File: src/rtl/rs_dmamux_pkg.sv
package rs_dmamux_pkg;

  typedef enum logic [2:0] {
    RK_NONE,
    RK_CFG,
    RK_ENVIEW,
    RK_SET,
    RK_CLR,
    RK_STAT
  } reg_kind_e;

  // Map an address onto the kind of location it selects.
  function automatic reg_kind_e decode_kind(input int unsigned addr, input int unsigned nch);
    if (addr < nch)          return RK_CFG;
    else if (addr == nch)     return RK_ENVIEW;
    else if (addr == nch + 1) return RK_SET;
    else if (addr == nch + 2) return RK_CLR;
    else if (addr == nch + 3) return RK_STAT;
    else                      return RK_NONE;
  endfunction

endpackage

File: src/rtl/rs_rst_sync.sv
module rs_rst_sync (
  input  logic clk,
  input  logic rst_n,
  output logic rst_n_sync
);
  logic [1:0] stage_q;

  always_ff @(posedge clk or negedge rst_n) begin
    if (!rst_n) stage_q <= 2'b00;
    else        stage_q <= {stage_q[0], 1'b1};
  end

  assign rst_n_sync = stage_q[1];
endmodule

File: src/rtl/rs_cfg_bank.sv
module rs_cfg_bank #(
  parameter int NUM_CH  = 8,
  parameter int NUM_PER = 4,
  parameter int SRC_W   = 4
) (
  input  logic                          clk,
  input  logic                          rst_n,
  input  logic [NUM_CH-1:0]             cfg_we,
  input  logic [SRC_W-1:0]              wr_src,
  input  logic                          wr_en,
  input  logic                          wr_per,
  output logic [NUM_CH-1:0][SRC_W-1:0]  src_o,
  output logic [NUM_CH-1:0]             en_o,
  output logic [NUM_CH-1:0]             per_o
);

  for (genvar c = 0; c < NUM_CH; c++) begin : g_ch
    logic [SRC_W-1:0] src_q, src_d;
    logic             en_q, en_d;
    logic             taken;
    logic             src_ld;

    // Another channel already owns the requested nonzero source.
    always_comb begin
      taken = 1'b0;
      for (int k = 0; k < NUM_CH; k++) begin
        if (k != c && wr_src != '0 && src_o[k] == wr_src) taken = 1'b1;
      end
    end

    always_comb begin
      src_ld = cfg_we[c] && !taken;
      src_d  = wr_src;
      en_d   = wr_en;
    end

    always_ff @(posedge clk or negedge rst_n) begin
      if (!rst_n) begin
        src_q <= '0;
        en_q  <= 1'b0;
      end else begin
        if (src_ld)    src_q <= src_d;
        if (cfg_we[c]) en_q  <= en_d;
      end
    end

    assign src_o[c] = src_q;
    assign en_o[c]  = en_q;

    if (c < NUM_PER) begin : g_per
      logic per_q;
      always_ff @(posedge clk or negedge rst_n) begin
        if (!rst_n)         per_q <= 1'b0;
        else if (cfg_we[c]) per_q <= wr_per;
      end
      assign per_o[c] = per_q;
    end else begin : g_noper
      assign per_o[c] = 1'b0;
    end
  end

endmodule

File: src/rtl/rs_req_enable.sv
module rs_req_enable #(
  parameter int NUM_CH = 8,
  parameter int DATA_W = 16,
  localparam int IDX_W = (NUM_CH > 1) ? $clog2(NUM_CH) : 1
) (
  input  logic              clk,
  input  logic              rst_n,
  input  logic              set_we,
  input  logic              clr_we,
  input  logic [DATA_W-1:0] idx,
  output logic [NUM_CH-1:0] en_o
);
  logic [NUM_CH-1:0] en_q, en_d;
  logic              in_range;
  logic              ld;

  always_comb begin
    in_range = (idx < DATA_W'(NUM_CH));
    ld       = (set_we || clr_we) && in_range;
    en_d     = en_q;
    if (set_we) en_d[idx[IDX_W-1:0]] = 1'b1;
    if (clr_we) en_d[idx[IDX_W-1:0]] = 1'b0;
  end

  always_ff @(posedge clk or negedge rst_n) begin
    if (!rst_n)  en_q <= '0;
    else if (ld) en_q <= en_d;
  end

  assign en_o = en_q;
endmodule

File: src/rtl/rs_route.sv
module rs_route #(
  parameter int NUM_CH  = 8,
  parameter int NUM_SRC = 16,
  parameter int NUM_PER = 4,
  parameter int SRC_W   = 4
) (
  input  logic [NUM_SRC-1:0]            periph_req,
  input  logic [NUM_PER-1:0]            trig,
  input  logic [NUM_CH-1:0][SRC_W-1:0]  src,
  input  logic [NUM_CH-1:0]             en,
  input  logic [NUM_CH-1:0]             per,
  output logic [NUM_CH-1:0]             req
);

  for (genvar c = 0; c < NUM_CH; c++) begin : g_ch
    logic line;
    logic gate;

    assign line = periph_req[src[c]];

    if (c < NUM_PER) begin : g_per
      assign gate = !per[c] || trig[c];
    end else begin : g_free
      assign gate = 1'b1;
    end

    assign req[c] = en[c] && (src[c] != '0) && line && gate;
  end

endmodule

File: src/rtl/rs_dmamux.sv
module rs_dmamux
  import rs_dmamux_pkg::*;
#(
  parameter int NUM_CH  = 8,
  parameter int NUM_SRC = 16,
  parameter int NUM_PER = 4,
  parameter int DATA_W  = 16,
  localparam int ADDR_W = $clog2(NUM_CH + 4)
) (
  input  logic               clk,
  input  logic               rst_n,
  input  logic               reg_wr,
  input  logic [ADDR_W-1:0]  reg_addr,
  input  logic [DATA_W-1:0]  reg_wdata,
  output logic [DATA_W-1:0]  reg_rdata,
  input  logic [NUM_SRC-1:0] periph_req,
  input  logic [NUM_PER-1:0] periodic_trig,
  output logic [NUM_CH-1:0]  dma_req,
  output logic [NUM_CH-1:0]  ch_req_en
);
  localparam int SRC_W  = $clog2(NUM_SRC);
  localparam int IDX_W  = (NUM_CH > 1) ? $clog2(NUM_CH) : 1;
  localparam int EN_BIT = DATA_W - 1;
  localparam int PER_BIT = DATA_W - 2;

  logic                         rst_n_s;
  reg_kind_e                    kind;
  logic [NUM_CH-1:0]            cfg_we;
  logic [NUM_CH-1:0][SRC_W-1:0] cfg_src;
  logic [NUM_CH-1:0]            cfg_en;
  logic [NUM_CH-1:0]            cfg_per;

  rs_rst_sync u_rst (
    .clk        (clk),
    .rst_n      (rst_n),
    .rst_n_sync (rst_n_s)
  );

  assign kind = decode_kind(int'(reg_addr), NUM_CH);

  for (genvar c = 0; c < NUM_CH; c++) begin : g_we
    assign cfg_we[c] = reg_wr && (kind == RK_CFG) && (reg_addr == ADDR_W'(c));
  end

  rs_cfg_bank #(.NUM_CH(NUM_CH), .NUM_PER(NUM_PER), .SRC_W(SRC_W)) u_cfg (
    .clk    (clk),
    .rst_n  (rst_n_s),
    .cfg_we (cfg_we),
    .wr_src (reg_wdata[SRC_W-1:0]),
    .wr_en  (reg_wdata[EN_BIT]),
    .wr_per (reg_wdata[PER_BIT]),
    .src_o  (cfg_src),
    .en_o   (cfg_en),
    .per_o  (cfg_per)
  );

  rs_req_enable #(.NUM_CH(NUM_CH), .DATA_W(DATA_W)) u_ren (
    .clk    (clk),
    .rst_n  (rst_n_s),
    .set_we (reg_wr && kind == RK_SET),
    .clr_we (reg_wr && kind == RK_CLR),
    .idx    (reg_wdata),
    .en_o   (ch_req_en)
  );

  rs_route #(.NUM_CH(NUM_CH), .NUM_SRC(NUM_SRC), .NUM_PER(NUM_PER), .SRC_W(SRC_W)) u_route (
    .periph_req (periph_req),
    .trig       (periodic_trig),
    .src        (cfg_src),
    .en         (cfg_en),
    .per        (cfg_per),
    .req        (dma_req)
  );

  always_comb begin
    reg_rdata = '0;
    case (kind)
      RK_CFG: begin
        reg_rdata[SRC_W-1:0] = cfg_src[reg_addr[IDX_W-1:0]];
        reg_rdata[PER_BIT]   = cfg_per[reg_addr[IDX_W-1:0]];
        reg_rdata[EN_BIT]    = cfg_en[reg_addr[IDX_W-1:0]];
      end
      RK_ENVIEW: reg_rdata[NUM_CH-1:0] = ch_req_en;
      RK_STAT:   reg_rdata[NUM_CH-1:0] = dma_req;
      default:   reg_rdata = '0;
    endcase
  end

endmodule

File: config.mk
export PLATFORM = sky130hd
export DESIGN_NAME = rs_dmamux
export DESIGN_NICKNAME = d
export VERILOG_FILES = /design/src/rtl/rs_dmamux_pkg.sv /design/src/rtl/rs_rst_sync.sv /design/src/rtl/rs_cfg_bank.sv /design/src/rtl/rs_req_enable.sv /design/src/rtl/rs_route.sv /design/src/rtl/rs_dmamux.sv
export SDC_FILE = /design/constraint.sdc
export NUM_CORES = 1
export LEC_CHECK = 0
export BUFFER_PORTS_ARGS = -buffer_cell sky130_fd_sc_hd__buf_2
export CORE_MARGIN = 1
export CORE_UTILIZATION = 62
export CTS_CLUSTER_DIAMETER = 80
export DETAILED_ROUTE_END_ITERATION = 8
export PLACE_DENSITY = 0.9
export SLEW_MARGIN = 20
export SYNTH_ARGS = -nofsm -noshare
export SYNTH_HDL_FRONTEND = slang
export SYNTH_SLANG_ARGS = --single-unit
File: constraint.sdc
create_clock -name clk -period 5.4 [get_ports clk]
set_input_delay 0.54 -clock clk [delete_from_list [all_inputs] [get_ports clk]]
set_output_delay 0.54 -clock clk [all_outputs]
set_load 0.01 [all_outputs]
==> impl_metrics.py, run 1 <==
metrics = {
    "run_status": {
        "outcome": "completed",
    },
    "synthesis": {
        "netlist_area_um2": 4350,
        "synth_area_leader_cell": "dfrtp_1",
        "synth.distinct_cells": 44,
        "ys_async_sr_fraction_pct": 100,
        "ys_ff_latch": 54,
        "syn_inst": 398,
        "synth_seq_area_share_pct": 31.1,
        "synth_area_leaders": "dfrtp_1, mux4_2, mux2_2",
        "synth.avg_cell_area_um2": 10.9,
        "synth_flop_cell": "dfrtp_1",
        "yosysWarnings": 0,
        "synth_top_area_share_pct": 31.1,
        "synth_edf_count": 0,
    },
    "clocking": {
        "cts_sinks": 54,
        "clock-root-buffer": "clkbuf_8",
        "numCtsBuffers": 5,
        "clockBufferDepth": 2,
        "cts_tree": "built",
        "clk_pin_slew_ns": 0.09,
        "ctsHtreeMaxLevel": 2,
        "cts_setup_buffers": 0,
        "clkLatencyLatePin_ns": 0.32,
    },
    "sta": {
        "setup_viol": 0,
        "fmax_mhz": 306,
        "worst_pin_slew_ns": 0.665,
        "tns_ns": 0,
        "slew_viol_final": 0,
        "layout_min_cycle_time_ns": 3.27,
        "finalClockSkew_ns": 0.0101,
        "slew-limit-headroom_pct": 55.6,
        "final.period_utilization_pct": 60.5,
        "grt_setup_unrepaired": "no",
        "finalHoldViolCount": 0,
    },
    "worst_setup_path": {
        "crit_fanout": 9,
        "arrival_ns": 2.73,
        "startpoint_type": "flip-flop",
        "max_stage_delay_ns": 0.65,
        "cp_cell_sequence": "mux4_2 -> mux4_2 -> nor3b_1 -> a221o_1 -> buf_2",
        "critPathKind": "reg2out",
        "cp.required_ns": 4.86,
        "crit_path_top_delay_cell": "dfrtp_1",
        "reg2reg_slack_ns": 2.85,
        "cpMostUsedCell": "mux4_2",
        "endpoint_kind": "primary output",
    },
    "die": {
        "start_util_pct": 64.0,
        "rows": 30,
        "io_pins": 75,
        "die_y_um": 85.7,
        "dieArea_um2": 7350,
        "die_w_um": 85.7,
        "core_um2": 6790,
    },
    "final_layout": {
        "drive_above_1_share_pct": 39.2,
        "final_cell_mix": "buf_2, dfrtp_1, mux2_2, mux4_2, nand2_1",
        "diodes": 0,
        "nets": 481,
        "areaGrowthSynthToFinish_pct": 8.92,
        "seq_area_um2": 1360,
        "final_common_cell": "buf_2",
        "fillerInstances": 507,
        "multi_input_area_um2": 2780,
    },
    "placed_design": {
        "io_buffers": 68,
        "place_congestion": 1.02,
        "dp_hpwl_mm": 8.61,
    },
    "route": {
        "drtIter0Drc": 316,
        "routed_via_density": 6.73,
        "dr.pass1.iters": 5,
        "wl_mm": 11.4,
        "vias": 3600,
        "drc": 0,
        "drtAntennaViolNets": 0,
        "wl_per_cell_um": 21.4,
    },
    "global_routing": {
        "grt_max_degree": 53,
        "grtUsageTotal_pct": 32.9,
        "grt_pass1_vias": 3430,
        "antenna_found_initial": 0,
        "grt_pass1_wl_mm": 18.2,
        "overflow": 0,
    },
    "power_and_ir_drop": {
        "ir_drop_v": 0.000317,
        "p_leak_nw": 2.08,
        "p_total_mw": 2.10,
        "power.density_nw_per_um2": 443,
    },
    "worst_hold_path": {
        "hold_path.class": "reg2reg",
    },
    "job": {
        "maxCapViolCount": 0,
    },
}
Yosys cell counts, drive strengths merged (4+ instances only):
library cell  instances
a211o                 4
a21oi                26
a22o                  4
and3                  8
buf                  23
clkbuf               19
dfrtp                54
inv                   7
mux2                 50
mux2i                12
mux4                 37
nand2                33
nand3                 5
nand3b                4
nor2                 18
nor3                 11
nor4                  9
nor4b                 4
o21ai                14
or4                   4
xnor2                11
xor2                 19
metrics by stage:
| stage | instances | util (%) | setup slack, ns | hold WS [ns] | cell area, um^2 |
|---|---|---|---|---|---|
| floorplan | 403 | - | 2.71 | 0.244 | 4370 |
| global placement | 526 | 68.1 | 2.50 | 0.325 | 4630 |
| detailed placement | 526 | 68.1 | 2.47 | 0.329 | 4630 |
| CTS | 535 | 69.7 | 2.12 | 0.371 | 4730 |
| global route | 535 | 69.7 | 2.05 | 0.371 | 4730 |
| finish | 535 | 69.7 | 2.13 | 0.365 | 4730 |
cell type report:
class,count,area share [%]
clock buffers,6,1.74
clock inverters,2,0.264
inverters,7,0.555
multi-input cells,300,58.7
flip-flops and latches,54,28.6
well taps,96,2.54
repair buffers,70,7.56
sequential cells by signal, indices dropped and copies added, names as in the netlist:
name	count
u_cfg.g_ch.src_q	32
u_cfg.g_ch.en_q	8
u_ren.en_o	8
u_cfg.g_ch.g_per.per_q	4
u_rst.stage_q	2
path summary, 6_finish.rpt:
kind | startpoint | end | depth (start not counted)
max | u_cfg.g_ch[1].src_q[0]$_DFFE_PN0P_ | reg_rdata[1] | 5
max reg2reg | u_cfg.g_ch[7].src_q[0]$_DFFE_PN0P_ | u_cfg.g_ch[1].src_q[1]$_DFFE_PN0P_ | 6
max in group asynchronous | u_rst.stage_q[1]$_DFF_PN0_ | u_ren.en_o[6]$_DFFE_PN0P_ | 0
min | u_rst.stage_q[0]$_DFF_PN0_ | u_rst.stage_q[1]$_DFF_PN0_ | 0
min in group asynchronous | u_rst.stage_q[1]$_DFF_PN0_ | u_cfg.g_ch[2].src_q[1]$_DFFE_PN0P_ | 0
min reg2reg | u_rst.stage_q[0]$_DFF_PN0_ | u_rst.stage_q[1]$_DFF_PN0_ | 0
layer usage:
layer  part of all wire (%)  track usage, %  vias up
li1                       -               -     1549
met1                     38            45.7     1801
met2                     49            51.2      212
met3                    8.9            5.29       38
met4                    4.1            15.3        0
met5                      0               0        -
cells by family after synthesis:
logic type             Yosys count  share of synthesized area (%)
other                            2                          0.173
XOR/XNOR                        30                           6.04
flip-flops                      54                           31.1
AO/OA/AOI/OAI                   57                           8.15
AND/OR/NAND/NOR                107                           13.6
buffers and inverters           49                           5.38
multiplexers                    99                           35.6
critical path: cells and delay by family, from the launching register on:
kind	cells	cell delay (ns)
buf+inv	1	0.14
simple gates	1	0.19
mux	2	1.09
flops	1	0.65
compound gates	1	0.34
what timing repair did:
item | 4_1_cts | 5_1_grt
hold buffers | 1 | 0
gates resized for setup | 0 | 0
hold endpoints to repair | 2 | 0
report_power, final:
group / internal, mW / switching, mW / total, mW
Sequential: 0.537 / 0.347 / 0.884
Combinational: 0.585 / 0.394 / 0.979
Clock: 0.103 / 0.132 / 0.235
Total: 1.23 / 0.872 / 2.10
(Power assumes the default switching activity.)
==> run 2: changes to the inputs <==
--- a/config.mk
+++ b/config.mk
@@ -7,10 +7,10 @@
 export LEC_CHECK = 0
 export BUFFER_PORTS_ARGS = -buffer_cell sky130_fd_sc_hd__buf_2
 export CORE_MARGIN = 1
-export CORE_UTILIZATION = 62
+export CORE_UTILIZATION = 57
 export CTS_CLUSTER_DIAMETER = 80
 export DETAILED_ROUTE_END_ITERATION = 8
-export PLACE_DENSITY = 0.9
+export PLACE_DENSITY = 0.84
 export SLEW_MARGIN = 20
 export SYNTH_ARGS = -nofsm -noshare
 export SYNTH_HDL_FRONTEND = slang
==> constraint.sdc (replaced) <==
create_clock -name clk -period 3.3 [get_ports clk]
set_input_delay 0.33 -clock clk [delete_from_list [all_inputs] [get_ports clk]]
set_output_delay 0.33 -clock clk [all_outputs]
set_load 0.01 [all_outputs]
==> run 2 against run 1 <==
Register-to-register slack got worse by 2.1 ns. Hold slack worse by 0.063 ns. Via count fell by 0.11%. Clock skew fell by 0.0019 ns. Critical path depth unchanged. Die area up 8.6%. Core utilization is 4.7 points lower. Setup slack worse by 1.8 ns. Power up 65%. Critical path type unchanged. Largest cell class unchanged. Largest power group unchanged.
==> impl_metrics.py, run 2 (synthesis results as in run 1) <==
metrics = {
    "route": {
        "drc": 0,
        "drtIter0Drc": 352,
        "wl_per_cell_um": 22.5,
        "routed_via_density": 6.65,
        "vias": 3596,
        "routed-wl-met2_mm": 5.90,
        "met1_length_mm": 4.71,
        "wl_mm": 12.1,
        "dr.pass1.iters": 5,
        "met3RoutedLength_um": 995,
        "drtAntennaViolNets": 0,
        "maxUsedRoutingLayer": "met4",
    },
    "die": {
        "dieArea_um2": 7980,
        "rows": 31,
        "die_y_um": 89.3,
        "die_w_um": 89.3,
        "io_pins": 75,
        "start_util_pct": 59.3,
        "core_um2": 7330,
    },
    "placed_design": {
        "dp_hpwl_mm": 8.99,
        "place_congestion": 1.00,
        "io_buffers": 68,
    },
    "power_and_ir_drop": {
        "swShare_pct": 42.3,
        "clkPwrFrac_pct": 11.6,
        "switching_power_mw": 1.46,
        "power.density_nw_per_um2": 726,
        "ir_drop_v": 0.000501,
        "p_leak_nw": 2.10,
        "p_total_mw": 3.46,
        "p_int_mw": 2.00,
        "combPwrFrac_pct": 46.7,
        "pwr-share-seq_pct": 41.7,
    },
    "final_layout": {
        "areaGrowthSynthToFinish_pct": 9.53,
        "regMostFlops": "u_cfg.g_ch.src_q",
        "largest_register_ffs": 32,
        "final_common_cell": "buf_2",
        "fillerInstances": 588,
        "seq_area_um2": 1360,
        "multi_input_area_um2": 2780,
        "drive_above_1_share_pct": 39.6,
        "final_cell_mix": "buf_2, dfrtp_1, mux2_2, mux4_2, nand2_1",
        "diodes": 0,
        "nets": 484,
    },
    "sta": {
        "slew_viol_final": 0,
        "finalClockSkew_ns": 0.00826,
        "final.period_utilization_pct": 89.6,
        "worst_pin_slew_ns": 0.683,
        "finalHoldViolCount": 0,
        "grt_setup_unrepaired": "no",
        "setup_viol": 0,
        "layout_min_cycle_time_ns": 2.96,
        "tns_ns": 0,
        "fmax_mhz": 338,
        "slew-limit-headroom_pct": 54.5,
    },
    "clocking": {
        "clk_pin_slew_ns": 0.11,
        "clkLatencyLatePin_ns": 0.32,
        "clock-root-buffer": "clkbuf_8",
        "numCtsBuffers": 5,
        "ctsHtreeMaxLevel": 2,
        "cts_resized": 0,
        "cts_setup_buffers": 0,
        "cts_sinks": 54,
        "clockBufferDepth": 2,
        "cts_tree": "built",
    },
    "job": {
        "maxCapViolCount": 0,
    },
    "global_routing": {
        "grt_max_degree": 53,
        "antenna_found_initial": 0,
        "grtUsageTotal_pct": 33.2,
        "overflow": 0,
        "grt_pass1_wl_mm": 19.1,
        "grt_pass1_vias": 3407,
    },
    "worst_setup_path": {
        "arrival_ns": 2.63,
        "startpoint_type": "flip-flop",
        "cp.required_ns": 2.97,
        "endpoint_kind": "primary output",
        "crit_fanout": 9,
        "critPathKind": "reg2out",
    },
    "run_status": {
        "outcome": "completed",
    },
    "worst_hold_path": {
        "hold_path.class": "in2async",
    },
}
[run 2: through the flow]
stage | utilization (%) | hold slack (ns) | instances | area (um^2) | setup slack, ns
after global routing | 64.9 | 0.301 | 541 | 4760 | 0.244
after floorplan | - | 0.0344 | 403 | 4370 | 0.957
after CTS | 64.9 | 0.304 | 541 | 4760 | 0.322
after global placement | 63.5 | 0.115 | 532 | 4650 | 0.652
final | 64.9 | 0.302 | 541 | 4760 | 0.343
after detailed placement | 63.5 | 0.117 | 532 | 4650 | 0.556
[run 2: final cells by class]
cell class | instances | area share (%)
inverter | 7 | 0.552
sequential | 54 | 28.5
tap | 99 | 2.60
multi-input combinational | 300 | 58.4
clock buffer | 5 | 1.45
clock inverter | 3 | 0.552
timing repair buffer | 73 | 7.99
[run 2: path summary, 6_finish.rpt]
| kind | from | endpoint | slack [ns] | cells past startpoint |
|---|---|---|---|---|
| hold / removal | rst_n | u_rst.stage_q[1]$_DFF_PN0_ | 0.30 | 2 |
| hold reg to reg | u_rst.stage_q[0]$_DFF_PN0_ | u_rst.stage_q[1]$_DFF_PN0_ | 0.37 | 0 |
| max in group asynchronous | u_rst.stage_q[1]$_DFF_PN0_ | u_cfg.g_ch[4].src_q[0]$_DFFE_PN0P_ | 2.46 | 0 |
| min in group clk | reg_wdata[14] | u_cfg.g_ch[0].g_per.per_q$_DFFE_PN0P_ | 0.33 | 2 |
| setup reg to reg | u_cfg.g_ch[1].src_q[0]$_DFFE_PN0P_ | u_cfg.g_ch[6].src_q[0]$_DFFE_PN0P_ | 0.75 | 6 |
| setup / recovery | u_cfg.g_ch[1].src_q[0]$_DFFE_PN0P_ | reg_rdata[1] | 0.34 | 5 |
[run 2: per-layer routing]
metal | global-route usage [%] | vias to the layer above
met5 | 0 | -
met2 | 51.7 | 224
met4 | 15.4 | 0
li1 | - | 1559
met1 | 46.3 | 1770
met3 | 4.80 | 43
[run 2: worst max-delay path: stages, from the launching register on]
cell and delay (ns):
dfrtp_1 0.61, mux4_2 0.57, mux4_2 0.47, nor3b_1 0.19
a221o_1 0.33, buf_2 0.14
[run 2: power groups by stage]
stage                     Clock [mW]  Sequential, mW  Combinational [mW]
after floorplan                    0            1.04                1.54
after CTS                      0.408            1.42                1.60
after global placement             0            1.42                1.54
final                          0.402            1.44                1.62
after detailed placement           0            1.44                1.59
after global routing           0.426            1.49                1.73
[run 2: what timing repair did]
action | CTS | global route
hold buffers | 1 | 0
endpoints found under the setup margin | 0 | 0
endpoints found under the hold margin | 2 | 0
